`config.mk`:
```
export PLATFORM = sky130hd
export DESIGN_NAME = bcd_store_conv
export DESIGN_NICKNAME = d
export VERILOG_FILES = /design/src/rtl/bcd_store_pkg.sv /design/src/rtl/bcd_range_check.sv /design/src/rtl/bcd_dabble_step.sv /design/src/rtl/bcd_store_conv.sv
export SDC_FILE = /design/constraint.sdc
export NUM_CORES = 1
export LEC_CHECK = 0
export BUFFER_PORTS_ARGS = -buffer_cell sky130_fd_sc_hd__buf_2
export CAP_MARGIN = 20
export CORE_ASPECT_RATIO = 1.1
export CORE_UTILIZATION = 54
export CTS_CLUSTER_SIZE = 10
export DETAILED_ROUTE_END_ITERATION = 16
export PLACE_DENSITY_LB_ADDON = 0.12
export SLEW_MARGIN = 10
export SYNTH_ARGS = -nofsm -noshare
export SYNTH_HDL_FRONTEND = slang
export SYNTH_SLANG_ARGS = --single-unit
```
`constraint.sdc`:
```
create_clock -name clk -period 4.45 [get_ports clk]
set_input_delay 0.445 -clock clk [delete_from_list [all_inputs] [get_ports clk]]
set_output_delay 0.445 -clock clk [all_outputs]
set_load 0.03 [all_outputs]
```
`src/rtl/bcd_store_pkg.sv`:
```
package bcd_store_pkg;

    localparam int IN_W      = 64;
    localparam int DIGITS    = 18;
    localparam int LO_DIGITS = 16;
    localparam int MAG_BITS  = 60;
    localparam int HI_W      = 16;

    typedef enum logic [1:0] {
        ST_IDLE,
        ST_CONVERT,
        ST_FINISH
    } conv_state_t;

    // Largest magnitude representable with the given number of decimal digits.
    function automatic logic [IN_W-1:0] max_magnitude(input int digits);
        logic [IN_W-1:0] p;
        p = 1;
        for (int i = 0; i < digits; i++) begin
            p = p * 10;
        end
        return p - 1;
    endfunction

endpackage

```
`src/rtl/bcd_range_check.sv`:
```
module bcd_range_check
    import bcd_store_pkg::*;
#(
    parameter int W      = IN_W,
    parameter int NDIG   = DIGITS,
    parameter int MBITS  = MAG_BITS
) (
    input  logic [W-1:0]     value,
    input  logic             invalid_in,
    output logic [MBITS-1:0] magnitude,
    output logic             negative,
    output logic             reject
);

    localparam logic [W-1:0] LIMIT = max_magnitude(NDIG);

    logic [W-1:0] abs_val;

    always_comb begin
        negative  = value[W-1];
        abs_val   = negative ? (~value + {{(W-1){1'b0}}, 1'b1}) : value;
        // The most negative value negates to itself and therefore exceeds LIMIT.
        reject    = invalid_in || (abs_val > LIMIT);
        magnitude = abs_val[MBITS-1:0];
    end

endmodule

```
`src/rtl/bcd_dabble_step.sv`:
```
module bcd_dabble_step
    import bcd_store_pkg::*;
#(
    parameter int NDIG = DIGITS
) (
    input  logic [4*NDIG-1:0] bcd_in,
    input  logic              bit_in,
    output logic [4*NDIG-1:0] bcd_out
);

    localparam int BW = 4 * NDIG;

    logic [BW-1:0] adjusted;

    for (genvar g = 0; g < NDIG; g++) begin : g_digit
        always_comb begin
            if (bcd_in[4*g +: 4] >= 4'd5) begin
                adjusted[4*g +: 4] = bcd_in[4*g +: 4] + 4'd3;
            end else begin
                adjusted[4*g +: 4] = bcd_in[4*g +: 4];
            end
        end
    end

    assign bcd_out = {adjusted[BW-2:0], bit_in};

endmodule

```
`src/rtl/bcd_store_conv.sv`:
```
module bcd_store_conv
    import bcd_store_pkg::*;
#(
    parameter int W     = IN_W,
    parameter int NDIG  = DIGITS,
    parameter int LODIG = LO_DIGITS,
    parameter int MBITS = MAG_BITS,
    parameter int HW    = HI_W
) (
    input  logic          clk,
    input  logic          rst_n,
    input  logic          start,
    input  logic [W-1:0]  in_value,
    input  logic          in_invalid,
    output logic [W-1:0]  res_lo,
    output logic [HW-1:0] res_hi,
    output logic          invalid_out,
    output logic          done
);

    localparam int BW       = 4 * NDIG;
    localparam int LO_BITS  = 4 * LODIG;
    localparam int TOP_BITS = BW - LO_BITS;
    localparam int PAD_BITS = HW - 1 - TOP_BITS;
    localparam int CNT_W    = $clog2(MBITS + 1);
    localparam logic [CNT_W-1:0] LAST_STEP = CNT_W'(MBITS - 1);
    localparam logic [HW-1:0]    INDEF_HI  = '1;
    localparam logic [W-1:0]     INDEF_LO  = {2'b11, {(W-2){1'b0}}};

    conv_state_t state_q, state_d;

    logic [MBITS-1:0] mag_q;
    logic [BW-1:0]    bcd_q;
    logic [BW-1:0]    bcd_step;
    logic [CNT_W-1:0] cnt_q;
    logic             sign_q;

    logic [MBITS-1:0] chk_mag;
    logic             chk_neg;
    logic             chk_reject;

    bcd_range_check #(.W(W), .NDIG(NDIG), .MBITS(MBITS)) u_range (
        .value      (in_value),
        .invalid_in (in_invalid),
        .magnitude  (chk_mag),
        .negative   (chk_neg),
        .reject     (chk_reject)
    );

    bcd_dabble_step #(.NDIG(NDIG)) u_step (
        .bcd_in  (bcd_q),
        .bit_in  (mag_q[MBITS-1]),
        .bcd_out (bcd_step)
    );

    // State register
    always_ff @(posedge clk) begin
        if (!rst_n) begin
            state_q <= ST_IDLE;
        end else begin
            state_q <= state_d;
        end
    end

    // Next-state logic
    always_comb begin
        state_d = state_q;
        unique case (state_q)
            ST_IDLE: begin
                if (start) begin
                    state_d = chk_reject ? ST_FINISH : ST_CONVERT;
                end
            end
            ST_CONVERT: begin
                if (cnt_q == LAST_STEP) begin
                    state_d = ST_FINISH;
                end
            end
            ST_FINISH: begin
                state_d = ST_IDLE;
            end
            default: state_d = ST_IDLE;
        endcase
    end

    // Outputs decoded from state
    always_comb begin
        done = (state_q == ST_FINISH);
    end

    // Datapath and result registers
    always_ff @(posedge clk) begin
        if (!rst_n) begin
            mag_q       <= '0;
            bcd_q       <= '0;
            cnt_q       <= '0;
            sign_q      <= 1'b0;
            res_lo      <= '0;
            res_hi      <= '0;
            invalid_out <= 1'b0;
        end else begin
            unique case (state_q)
                ST_IDLE: begin
                    if (start) begin
                        if (chk_reject) begin
                            res_lo      <= INDEF_LO;
                            res_hi      <= INDEF_HI;
                            invalid_out <= 1'b1;
                        end else begin
                            mag_q  <= chk_mag;
                            bcd_q  <= '0;
                            cnt_q  <= '0;
                            sign_q <= chk_neg;
                        end
                    end
                end
                ST_CONVERT: begin
                    mag_q <= {mag_q[MBITS-2:0], 1'b0};
                    bcd_q <= bcd_step;
                    cnt_q <= cnt_q + 1'b1;
                    if (cnt_q == LAST_STEP) begin
                        res_lo      <= bcd_step[LO_BITS-1:0];
                        res_hi      <= {sign_q, {PAD_BITS{1'b0}}, bcd_step[BW-1:LO_BITS]};
                        invalid_out <= 1'b0;
                    end
                end
                ST_FINISH: begin
                end
                default: begin
                end
            endcase
        end
    end

    // ---------------- assertions ----------------

    // completion is a single-cycle pulse
    a_r7_done_single: assert property (@(posedge clk) disable iff (!rst_n)
        done |=> !done);

    // a rejected result carries the indefinite pattern
    a_r4_indefinite: assert property (@(posedge clk) disable iff (!rst_n)
        (done && invalid_out) |-> (res_hi == INDEF_HI && res_lo == INDEF_LO));

    // padding bits between sign and top digits are clear in valid results
    a_r3_pad_zero: assert property (@(posedge clk) disable iff (!rst_n)
        (done && !invalid_out) |-> (res_hi[HW-2:TOP_BITS] == '0));

    // result ports hold outside the completion cycle
    a_r10_hold: assert property (@(posedge clk) disable iff (!rst_n)
        !done |-> ($stable(res_lo) && $stable(res_hi) && $stable(invalid_out)));

    // a rejected launch finishes on the next edge with the flag set
    a_r8_reject_fast: assert property (@(posedge clk) disable iff (!rst_n)
        (state_q == ST_IDLE && start && chk_reject) |=> (done && invalid_out));

    // conversion advances one step per cycle regardless of start
    a_r9_busy_steps: assert property (@(posedge clk) disable iff (!rst_n)
        (state_q == ST_CONVERT && cnt_q != LAST_STEP) |=>
            (state_q == ST_CONVERT && cnt_q == $past(cnt_q) + 1'b1));

    // every working digit stays decimal during conversion
    for (genvar d = 0; d < NDIG; d++) begin : g_digit_chk
        a_r2_digit_range: assert property (@(posedge clk) disable iff (!rst_n)
            (state_q == ST_CONVERT) |-> (bcd_q[4*d +: 4] <= 4'd9));
    end

endmodule

```
; Word-level counts from Yosys, hierarchy flattened
; Index checks and enable logic that the tools add are counted.
[word_totals]
regBits = 222
in_bits = 68
out_inout_bits = 82
[classes]
addsub = 20
n_lt_le_gt_ge = 19
eq_ne = 7
n_mux = 44
bitwise_logic = 2
reduce_logical = 7
[op_table]
columns = cell, n
row1 = two-way mux 64 bit, 4
row2 = two-way mux 72 bit, 2
row3 = case mux 72 bit (2 select lines), 1
row4 = case mux 64 bit (2 select lines), 1
row5 = two-way mux 60 bit, 2
row6 = case mux 60 bit (2 select lines), 1
row7 = "greater-or-equal comparator 4 x 3 -> 1 bit, second input constant", 18
row8 = "adder 4 x 2 -> 4 bit, second input constant", 17
row9 = two-way mux 4 bit, 17
row10 = "adder 64 x 1 -> 64 bit, second input constant", 1
row11 = "> comparator 64 x 60 -> 1 bit, second input constant", 1
row12 = NOT 64 bit, 1
row13 = two-way mux 16 bit, 3
row14 = case mux 16 bit (2 select lines), 1
row15 = two-way mux 6 bit, 2
row16 = case mux 6 bit (2 select lines), 1
row17 = "!= test 2 bit, second input constant", 4
row18 = "adder 6 x 1 -> 6 bit, second input constant", 1
row19 = "equality test 6 bit, second input constant", 1
row20 = two-way mux 2 bit, 3
row21 = AND reduction 3 bit, 2
row22 = case mux 2 bit (2 select lines), 1
row23 = AND reduction 4 bit, 1
row24 = "adder 3 x 2 -> 3 bit, second input constant", 1
row25 = other kinds (10), 12

; Longest topological paths before layout
; Gate-level depths: netlist of run 1.
[depth]
ltp_word = 8
depth_mapped = 15

; Hierarchy
; Synthesis of run 1 repeated with hierarchy kept, for this count alone.
[hier_totals]
cells_unflattened = 1533
hier_area_um2 = 12244.2
[by_module_without_submodules]
columns = module, instances, cells_per_inst, area_each_um2
row1 = bcd_store_conv, 1, 964, 8494.4
row2 = bcd_range_check, 1, 284, 1938.1
row3 = bcd_dabble_step, 1, 285, 1811.7

; Worst setup path after synthesis of run 1
; OpenSTA, ideal clock, no wires.
[synth_timing]
path_type = input -> register
start = input port in_value[33]
end = register bcd_q[13]
setup_time_ns = 0.086
arrival_ns = 4.161
slack_ns = 0.204
path_stages = 13
path_cell_list = or4_4 > or4_1 > or4_1 > a211oi_2 > nand3_1 > or4b_1 > a2111o_1 > a41oi_4 > o21ai_2 > buf_2 > buf_6 > buf_6 > o31ai_4
[synth_via]
elab_chain_len = 7
[synth_rtl]
columns = element, line
row1 = start: declaration, bcd_store_conv.sv:13  ; input logic [W-1:0] in_value,
row2 = NOT 64 bit, bcd_range_check.sv:21  ; abs_val = negative ? (~value + {{(W-1){1'b0}}, 1'b1}) : value;
row3 = adder 64 x 1 -> 64 bit, bcd_range_check.sv:21
row4 = two-way mux 64 bit (*), bcd_range_check.sv:21
row5 = > comparator 64 x 60 -> 1 bit (*), bcd_range_check.sv:23  ; reject = invalid_in || (abs_val > LIMIT);
row6 = logical OR 1 bit (*), bcd_range_check.sv:23
row7 = != test 2 bit (no line) (*), --
row8 = AND reduction 3 bit (no line) (*), --
row9 = end signal: assignment, bcd_store_conv.sv:119  ; bcd_q <= bcd_step;
row10 = end: declaration, bcd_store_conv.sv:33  ; logic [BW-1:0] bcd_q;
; Mark *: on every way between the ends. The rest lies on a longest branch, timed or not.
; A chain may end at the register's enable or synchronous reset.

; Worst setup path in the final report of run 1
[layout_timing]
start = input port in_value[41]
end = register mag_q[18]
[layout_via]
elab_chain_len = 7
[layout_rtl]
columns = element, line
row1 = NOT 64 bit, bcd_range_check.sv:21
row2 = adder 64 x 1 -> 64 bit, bcd_range_check.sv:21
row3 = two-way mux 64 bit (*), bcd_range_check.sv:21
row4 = > comparator 64 x 60 -> 1 bit (*), bcd_range_check.sv:23
row5 = logical OR 1 bit (*), bcd_range_check.sv:23
row6 = != test 2 bit (no line) (*), --
row7 = AND reduction 3 bit (no line) (*), --
row8 = end signal: assignment, bcd_store_conv.sv:110  ; mag_q <= chk_mag;
row9 = end signal: assignment, bcd_store_conv.sv:118  ; mag_q <= {mag_q[MBITS-2:0], 1'b0};
row10 = end: declaration, bcd_store_conv.sv:32  ; logic [MBITS-1:0] mag_q;
; Marked as above.

==> results.sh, run 1 <==
export IMPL_wl_mm=34.8
export IMPL_grt_max_degree=99
export IMPL_io_buffers=149
export IMPL_antenna_found_initial=1
export IMPL_hold_class="input port to flip-flop"
export IMPL_synth_xor_area_frac=0.0606
export IMPL_yosysSeqAreaShare=0.338
export IMPL_cts_max_level=1
export IMPL_ios=150
export IMPL_period_minus_slack_ps=4040
export IMPL_clock_latency_ps=510
export IMPL_cts_root_buf="clkbuf_16"
export IMPL_cts_resized=0
export IMPL_synth_commonest_cells="298 x nand2_1, 215 x dfxtp_1, 98 x a21oi_1, 86 x clkbuf_1, 76 x o21ai_0"
export IMPL_diodes=0
export IMPL_die_h_um=163
export IMPL_row_count=58
export IMPL_power_density_nw_per_um2=288
export IMPL_synth_mux_area_frac=0.0459
export IMPL_setup_viol=0
export IMPL_grt_setup_unrepaired="no"
export IMPL_yosys_area_share_simple=0.226
export IMPL_worstReg2RegEnd="res_lo[15]"
export IMPL_max_slew_worst_pin_slew_ps=1020
export IMPL_gp_congestion=0.976
export IMPL_track_usage=0.286
export IMPL_startpoint_type="input port"
export IMPL_max_freq_ghz=0.247
export IMPL_crit_fanout=49
export IMPL_critPathCaptureType="flip-flop"
export IMPL_cts_buffer_depth=3
export IMPL_die_w_um=148
export IMPL_whs_endpoint="mag_q[0]"
export IMPL_nets=1827
export IMPL_ir_drop_mv=0.185
export IMPL_dieArea_um2=24200
export IMPL_synth_seq_cells=215
export IMPL_cts_buffers_inserted=25
export IMPL_synth_area_leaders="dfxtp_1 34%, nand2_1 8.8%, mux2i_1 4.3%"
export IMPL_cpMaxStageDelayCell="or4_1"
export IMPL_outcome="finished clean"
export IMPL_cp_data_required_time_ps=4890
export IMPL_worstHoldStart="in_value[0]"
export IMPL_placed_cell_area_um2=14000
export IMPL_start_util=0.553
export IMPL_dp_hpwl_mm=24.1
export IMPL_arrival_ps=4480
export IMPL_synth_top_family_by_area="compound AO/OA/AOI/OAI gates"
export IMPL_fin_ws_ps=409
export IMPL_syn_area_um2=12700
export IMPL_cp_startpoint="in_value[41]"
export IMPL_path_clk_slew_ps=60
export IMPL_synth_nets=1694
export IMPL_power_leakage_nw=5.38
export IMPL_synth_distinct_cells=74
export IMPL_ff2ff_path_depth=7
export IMPL_cts_num_sinks=215
export IMPL_final_area_um2=14700
export IMPL_worstSetupPathType="input port to flip-flop"
export IMPL_whs_path_depth=3
export IMPL_ff2ff_setup_slack_ps=1460
export IMPL_post_cts_buffers=0
export IMPL_area_growth_pct=15.3
export IMPL_cts_hold_buffers_added=0
export IMPL_drt_iter0_drc=780
export IMPL_netlist_area_leader_share=0.338
export IMPL_maxCapViolCount=0
export IMPL_drv_slew=0
export IMPL_fin_skew_ps=7.91
export IMPL_synth_area_leader_cell="dfxtp_1"
export IMPL_final_hold_violation_count=0
export IMPL_yosysMostFrequentCell="nand2_1"
export IMPL_reg2reg_from="state_q[1]"
export IMPL_core_area_um2=23000
export IMPL_place_worst_setup_slack_ps=-92.3
export IMPL_syn_avg_cell_area_um2=8.01
export IMPL_grt_ovfl_total=0
export IMPL_drc_errors=0
export IMPL_grt_pass1_vias=11453
export IMPL_viasPerCell=6.00
export IMPL_synth_fa_ha_area_frac=0.0374
export IMPL_relSlewSlack=0.322
export IMPL_critPathMaxStageDelay_ps=600
export IMPL_syn_inst=1588
export IMPL_routedWlPerCell_um=17.2
export IMPL_drtAntennaViolNets=0
export IMPL_crit_path_frequent_cell="or4_1"
export IMPL_ys_flop_type="dfxtp_1"
export IMPL_crit_chain="buf_2 -> or4_1 -> nor4_1 -> nand4_1 -> buf_4 -> or4_1 -> o21ai_0 -> o2bb2ai_1 -> o311a_1 -> a41oi_4 -> o21ai_4 -> buf_12 -> mux2i_1"
export IMPL_synth_edff_count=0
export IMPL_synth_warnings=0
export IMPL_first_pass_iters=5
export IMPL_grt_pass1_wl_mm=57.0
export IMPL_postLayoutCoreUtil=0.637
export IMPL_timing_final_crit_share=0.908
export IMPL_drive_above_1_share=0.168
export IMPL_synth_compound_area_frac=0.238
export IMPL_vias=12157
export IMPL_cts_tree="yes"
export IMPL_synth_async_reset_ratio=0
-- critical path, delay by kind of cell --
kind	cells	cell delay (ps)
muxes	1	240
buffers and inverters	3	710
AOI/OAI and AO/OA	5	1200
and+or+nand+nor	4	1850
-- how the worst max path moves through the flow --
stage	cells past startpoint	end	slack, ps
final	13	mag_q[18]	410
after global routing	13	mag_q[2]	150
after CTS	13	mag_q[51]	420
after detailed placement	13	mag_q[18]	-90
after global placement	13	mag_q[3]	-150
after floorplan	13	bcd_q[13]	200
-- sequential cells by signal (all words and copies together) (netlist names) --
name,flops
mag_q,60
bcd_q,72
res_lo,64
cnt_q,6
state_q,2
sign_q,1
res_hi,10
-- report_power, final --
part / internal (mW) / switching, mW / leakage [nW] / total [mW]
combinational: 0.183 / 0.328 / 3.32 / 0.512
sequential: 1.95 / 0.0157 / 1.74 / 1.96
clock: 1.00 / 0.743 / 0.319 / 1.74
total: 3.13 / 1.09 / 5.38 / 4.22
-- final cells by class --
cell class              instances  area, um2
clock inverters                 1       8.76
well taps                     300        375
repair buffers                226       1420
clock buffers                  30        644
inverters                      40        150
flip-flops and latches        215       4300
multi-input cells            1213       7760
fillers                      2031       8340
-- cell families after synthesis --
kind of cell             count (synthesis)
AND/OR/NAND/NOR                        601
flip-flops                             215
XOR/XNOR                                88
adder cells (fa/ha/maj)                 38
multiplexers                            58
buffers and inverters                  160
AO/OA/AOI/OAI                          428
-- per-layer routing --
metal	track usage	vias to the layer above	routed length (um)
li1	-	6038	-
met1	0.366	5673	15500
met2	0.494	356	16600
met3	0.0275	88	1590
met4	0.114	2	1180
met5	0	-	16
-- cells in the final DEF, fill, tap and decap left out, types with 25 or more instances in the layout --
cell type / count
a21oi_1: 98
nand2_1: 297
xnor2_1: 27
nand3_1: 36
nor2_1: 44
nor3_1: 54
xor2_1: 61
mux2i_1: 55
clkbuf_16: 25
o21ai_0: 76
inv_1: 39
o211ai_1: 59
buf_4: 70
ha_1: 38
dfxtp_1: 215
buf_2: 148
or3_1: 38
-- stage by stage --
| step | TNS, ps | std cells | hold slack [ps] | power [mW] |
|---|---|---|---|---|
| finish | 0 | 2025 | 234 | 4.22 |
| global route | 0 | 2025 | 249 | 4.37 |
| CTS | 0 | 2024 | 219 | 4.25 |
| detailed placement | -2980 | 1993 | 443 | 2.51 |
| global placement | -18360 | 1993 | 439 | 2.51 |
| floorplan | 0 | 1588 | 429 | 2.33 |
(Power assumes the default switching activity.)
==> inputs of run 2 (changes only) <==
--- a/config.mk
+++ b/config.mk
@@ -7,8 +7,9 @@
 export LEC_CHECK = 0
 export BUFFER_PORTS_ARGS = -buffer_cell sky130_fd_sc_hd__buf_2
 export CAP_MARGIN = 20
-export CORE_ASPECT_RATIO = 1.1
-export CORE_UTILIZATION = 54
+export CELL_PAD_IN_SITES_DETAIL_PLACEMENT = 1
+export CELL_PAD_IN_SITES_GLOBAL_PLACEMENT = 2
+export CORE_UTILIZATION = 32
 export CTS_CLUSTER_SIZE = 10
 export DETAILED_ROUTE_END_ITERATION = 16
 export PLACE_DENSITY_LB_ADDON = 0.12
==> run 2 against run 1 <==
Against the previous run: via count is 1.8% higher; die area is 68% higher; flip-flop and latch count stayed put; total power is 8.0% higher; final cell count is 12% higher; clock power is 18% higher; first-iteration DRC count is 31% lower; clock skew is 19 ps higher; register-to-register slack worse by 40 ps; sequential share of layout area is 1.1 points lower; core utilization is 25 points lower; sequential power hardly changed.
==> results.sh, run 2 (synthesized netlist as in run 1, its figures left out) <==
export IMPL_outcome="finished clean"
export IMPL_ios=150
export IMPL_cts_root_buf="clkbuf_16"
export IMPL_dieArea_um2=40500
export IMPL_fin_skew_ps=27.3
export IMPL_drtAntennaViolNets=0
export IMPL_dp_hpwl_mm=30.3
export IMPL_reg2reg_from="cnt_q[0]"
export IMPL_track_usage=0.211
export IMPL_nets=1850
export IMPL_internal_power_mw=3.35
export IMPL_die_h_um=201
export IMPL_core_area_um2=38900
export IMPL_switching_share=0.264
export IMPL_relSlewSlack=0.385
export IMPL_crit_fanout=20
export IMPL_critPathCaptureType="flip-flop"
export IMPL_drc_errors=0
export IMPL_post_cts_buffers=0
export IMPL_placed_cell_area_um2=14400
export IMPL_ff2ff_path_depth=9
export IMPL_cts_num_sinks=215
export IMPL_row_count=72
export IMPL_arrival_ps=4620
export IMPL_final_cell_mix="297 x nand2_1, 215 x dfxtp_1, 148 x buf_2, 98 x a21oi_1, 92 x buf_4"
export IMPL_cts_buffer_depth=3
export IMPL_cts_max_level=1
export IMPL_clock_latency_ps=550
export IMPL_power_density_nw_per_um2=299
export IMPL_startpoint_type="input port"
export IMPL_vias=12377
export IMPL_drv_slew=0
export IMPL_whs_path_depth=3
export IMPL_path_clk_slew_ps=60
export IMPL_top_regs="bcd_q (72), res_lo (64), mag_q (60)"
export IMPL_start_util=0.327
export IMPL_die_w_um=201
export IMPL_worstReg2RegEnd="res_lo[27]"
export IMPL_area_growth_pct=19.9
export IMPL_drt_iter0_drc=542
export IMPL_drive_above_1_share=0.183
export IMPL_final_area_um2=15200
export IMPL_setup_viol=0
export IMPL_whs_endpoint="res_lo[31]"
export IMPL_p_comb_frac=0.119
export IMPL_ir_drop_mv=0.216
export IMPL_max_freq_ghz=0.240
export IMPL_power_share_clock=0.450
export IMPL_largest_reg_flops=72
export IMPL_maxCapViolCount=0
export IMPL_cp_data_required_time_ps=4910
export IMPL_cts_tree="yes"
export IMPL_cts_hold_buffers_added=0
export IMPL_ff2ff_setup_slack_ps=1420
export IMPL_grt_ovfl_total=0
export IMPL_io_buffers=149
export IMPL_regMostFlops="bcd_q"
export IMPL_gp_congestion=0.869
export IMPL_antenna_found_initial=0
export IMPL_hold_class="input port to flip-flop"
export IMPL_place_worst_setup_slack_ps=-485
export IMPL_grt_pass1_wl_mm=69.9
export IMPL_diodes=0
export IMPL_cp_startpoint="in_value[1]"
export IMPL_p_sw_mw=1.21
export IMPL_fin_ws_ps=285
export IMPL_routedWlPerCell_um=19.0
export IMPL_timing_final_crit_share=0.936
export IMPL_grt_max_degree=113
export IMPL_first_pass_iters=6
export IMPL_seq_power_share=0.431
export IMPL_max_slew_worst_pin_slew_ps=920
export IMPL_viasPerCell=5.44
export IMPL_grt_pass1_vias=12612
export IMPL_wl_mm=43.2
export IMPL_grt_setup_unrepaired="no"
export IMPL_final_hold_violation_count=0
export IMPL_period_minus_slack_ps=4160
export IMPL_power_leakage_nw=5.55
export IMPL_worstHoldStart="rst_n"
export IMPL_worstSetupPathType="input port to flip-flop"
export IMPL_layout_commonest_cell="nand2_1"
export IMPL_cts_buffers_inserted=27
export IMPL_cts_resized=0
[run 2: critical path: stages]
cell	delay [ps]
buf_2	120
inv_1	70
ha_1	150
or4b_2	700
nor4_1	420
buf_4	180
nand4_1	120
nand2_1	140
xor2_1	190
or4b_2	640
a2111o_1	350
a41oi_4	410
o21ai_4	150
buf_4	280
o32ai_1	240
[run 2: final cells by class]
type,count,area [um2]
fillers,4772,23700
multi-input cells,1213,7770
flip-flops and latches,215,4300
repair buffers,247,1560
clock buffers,39,791
well taps,518,648
inverters,40,150
clock inverters,2,17.5
[run 2: how the worst max path moves through the flow]
| stage | endpoint | slack (ps) | depth (start not counted) |
|---|---|---|---|
| 2_1_floorplan | bcd_q[13] | 200 | 13 |
| 3_3_place_gp | cnt_q[5] | -520 | 13 |
| 3_5_place_dp | cnt_q[5] | -490 | 13 |
| 4_1_cts | bcd_q[0] | 110 | 14 |
| 5_1_grt | bcd_q[0] | 80 | 14 |
| 6_report | bcd_q[65] | 290 | 15 |
[run 2: power groups by stage]
| stage | sequential [mW] | combinational (mW) | clock (mW) |
|---|---|---|---|
| floorplan | 2.02 | 0.304 | 0 |
| global placement | 2.00 | 0.539 | 0 |
| detailed placement | 2.01 | 0.545 | 0 |
| CTS | 1.96 | 0.546 | 2.13 |
| global route | 1.97 | 0.594 | 2.21 |
| finish | 1.96 | 0.543 | 2.05 |
[run 2: stage by stage]
stage,total power [mW],hold slack [ps],util,TNS [ps],cells
finish,4.56,232,0.392,0,2274
floorplan,2.33,429,-,0,1588
global route,4.77,235,0.392,0,2274
CTS,4.64,212,0.391,0,2273
detailed placement,2.55,450,0.370,-77520,2232
global placement,2.54,441,0.370,-90730,2232
[run 2: per-layer routing]
layer | vias to the layer above | global-route usage | part of all wire
met4 | 0 | 0.0582 | 0.021
li1 | 6080 | - | -
met1 | 6071 | 0.279 | 0.47
met2 | 179 | 0.365 | 0.48
met5 | - | 0 | 0
met3 | 47 | 0.0201 | 0.024
==> inputs of run 3 (changes only) <==
--- a/config.mk
+++ b/config.mk
@@ -13,6 +13,7 @@
 export CTS_CLUSTER_SIZE = 10
 export DETAILED_ROUTE_END_ITERATION = 16
 export PLACE_DENSITY_LB_ADDON = 0.12
+export REMOVE_ABC_BUFFERS = 1
 export SLEW_MARGIN = 10
 export SYNTH_ARGS = -nofsm -noshare
 export SYNTH_HDL_FRONTEND = slang
==> run 3 against run 2 <==
Against the previous run: register-to-register slack improved by 80 ps; die area unchanged; wire length shrank 1.1%; clock-buffer cell count down 3; non-clock buffer count rose by 24; largest cell class unchanged.
==> results.sh, run 3 (synthesized netlist as in run 1, its figures left out) <==
export IMPL_whs_ps=314
export IMPL_die_h_um=201
export IMPL_regMostFlops="bcd_q"
export IMPL_layout_commonest_cell="nand2_1"
export IMPL_worstSetupPathType="input port to flip-flop"
export IMPL_antenna_found_initial=0
export IMPL_drt_iter0_drc=483
export IMPL_setup_viol=0
export IMPL_final_area_um2=15400
export IMPL_dieArea_um2=40500
export IMPL_grt_ovfl_total=0
export IMPL_vias=12369
export IMPL_cts_tree="yes"
export IMPL_post_cts_buffers=0
export IMPL_hold_class="input port to flip-flop"
export IMPL_wl_mm=42.8
export IMPL_cts_hold_buffers_added=0
export IMPL_power_density_nw_per_um2=290
export IMPL_arrival_ps=4440
export IMPL_period_minus_slack_ps=4040
export IMPL_clock_latency_ps=540
export IMPL_crit_path_frequent_cell="or4_1"
export IMPL_cts_num_sinks=215
export IMPL_grt_pass1_wl_mm=69.2
export IMPL_cts_buffer_depth=3
export IMPL_cts_buffers_inserted=26
export IMPL_drtAntennaViolNets=0
export IMPL_crit_family="simple AND/OR/NAND/NOR gates"
export IMPL_max_freq_ghz=0.248
export IMPL_critPathMaxStageDelay_ps=550
export IMPL_grt_setup_unrepaired="no"
export IMPL_crit_fanout=23
export IMPL_path_clk_slew_ps=60
export IMPL_cpMaxStageDelayCell="or4_4"
export IMPL_ir_drop_mv=0.231
export IMPL_top_regs="bcd_q (72), res_lo (64), mag_q (60)"
export IMPL_drv_slew=0
export IMPL_die_w_um=201
export IMPL_cts_max_level=1
export IMPL_crit_chain="buf_2 -> or4_4 -> or4_1 -> or4_1 -> a211oi_2 -> nand3_1 -> or4b_1 -> a2111o_1 -> a41oi_4 -> buf_4 -> o31a_2 -> buf_12 -> o21ai_0"
export IMPL_placed_cell_area_um2=14700
export IMPL_relSlewSlack=0.424
export IMPL_largest_reg_flops=72
export IMPL_startpoint_type="input port"
export IMPL_cp_data_required_time_ps=4860
export IMPL_critPathCaptureType="flip-flop"
export IMPL_gp_congestion=0.884
export IMPL_area_growth_pct=21.1
export IMPL_maxCapViolCount=0
export IMPL_drive_above_1_share=0.192
export IMPL_first_pass_iters=5
export IMPL_max_slew_worst_pin_slew_ps=865
export IMPL_io_buffers=149
export IMPL_final_hold_violation_count=0
export IMPL_cts_resized=0
export IMPL_ios=150
export IMPL_path_buf_inv=3
export IMPL_viasPerCell=5.39
export IMPL_grt_max_degree=85
export IMPL_grt_pass1_vias=12494
export IMPL_row_count=72
export IMPL_diodes=0
export IMPL_track_usage=0.208
export IMPL_drc_errors=0
export IMPL_cts_root_buf="clkbuf_16"
export IMPL_power_leakage_nw=5.64
export IMPL_timing_final_crit_share=0.908
export IMPL_final_cell_mix="297 x nand2_1, 215 x dfxtp_1, 148 x buf_2, 113 x buf_4, 98 x a21oi_1"
export IMPL_dp_hpwl_mm=30.0
export IMPL_start_util=0.327
export IMPL_nets=1873
export IMPL_routedWlPerCell_um=18.6
export IMPL_outcome="finished clean"
export IMPL_core_area_um2=38900
export IMPL_fin_skew_ps=18.7
==> run 3: power by group <==
part	total [mW]	switching (mW)	internal, mW
registers	1.96	0.0153	1.95
logic	0.555	0.349	0.206
clock network	1.95	0.819	1.13
total	4.47	1.18	3.29
==> run 3: final cells by class <==
type,instances,area (um2)
Clock buffer,36,739
Clock inverter,1,5.00
Fill cell,4699,23500
Inverter,40,150
Multi-Input combinational cell,1213,7770
Sequential cell,215,4300
Tap cell,518,648
Timing Repair Buffer,271,1780
==> run 3: final timing paths <==
kind | cells past startpoint | startpoint | slack [ps] | end
hold / removal | 4 | in_value[0] | 310 | mag_q[0]
setup reg to reg | 9 | cnt_q[0] | 1500 | res_lo[43]
setup / recovery | 13 | in_value[33] | 410 | res_lo[18]
hold reg to reg | 2 | res_lo[54] | 450 | res_lo[54]
==> run 3: per-layer routing <==
metal / share of wire / GRT usage / vias up
met2: 0.47 / 0.355 / 184
li1: - / - / 6119
met5: 0 / 0 / -
met1: 0.48 / 0.278 / 6010
met3: 0.025 / 0.0183 / 56
met4: 0.025 / 0.0628 / 0
==> run 3: per-stage QoR <==
step	setup TNS, ps	util	cells	total power, mW	setup WS [ps]
final	0	0.396	2294	4.47	411
after global routing	0	0.396	2294	4.65	120
after detailed placement	-10930	0.376	2257	2.57	-122
after floorplan	-468420	-	1468	2.27	-3220
after global placement	-7610	0.376	2257	2.56	-83.5
after CTS	0	0.396	2294	4.55	422
==> run 3: worst min-delay path, cell delays in order <==
cell and delay [ps]:
buf_2 100, buf_4 140, nand3_1 60, mux2i_1 60
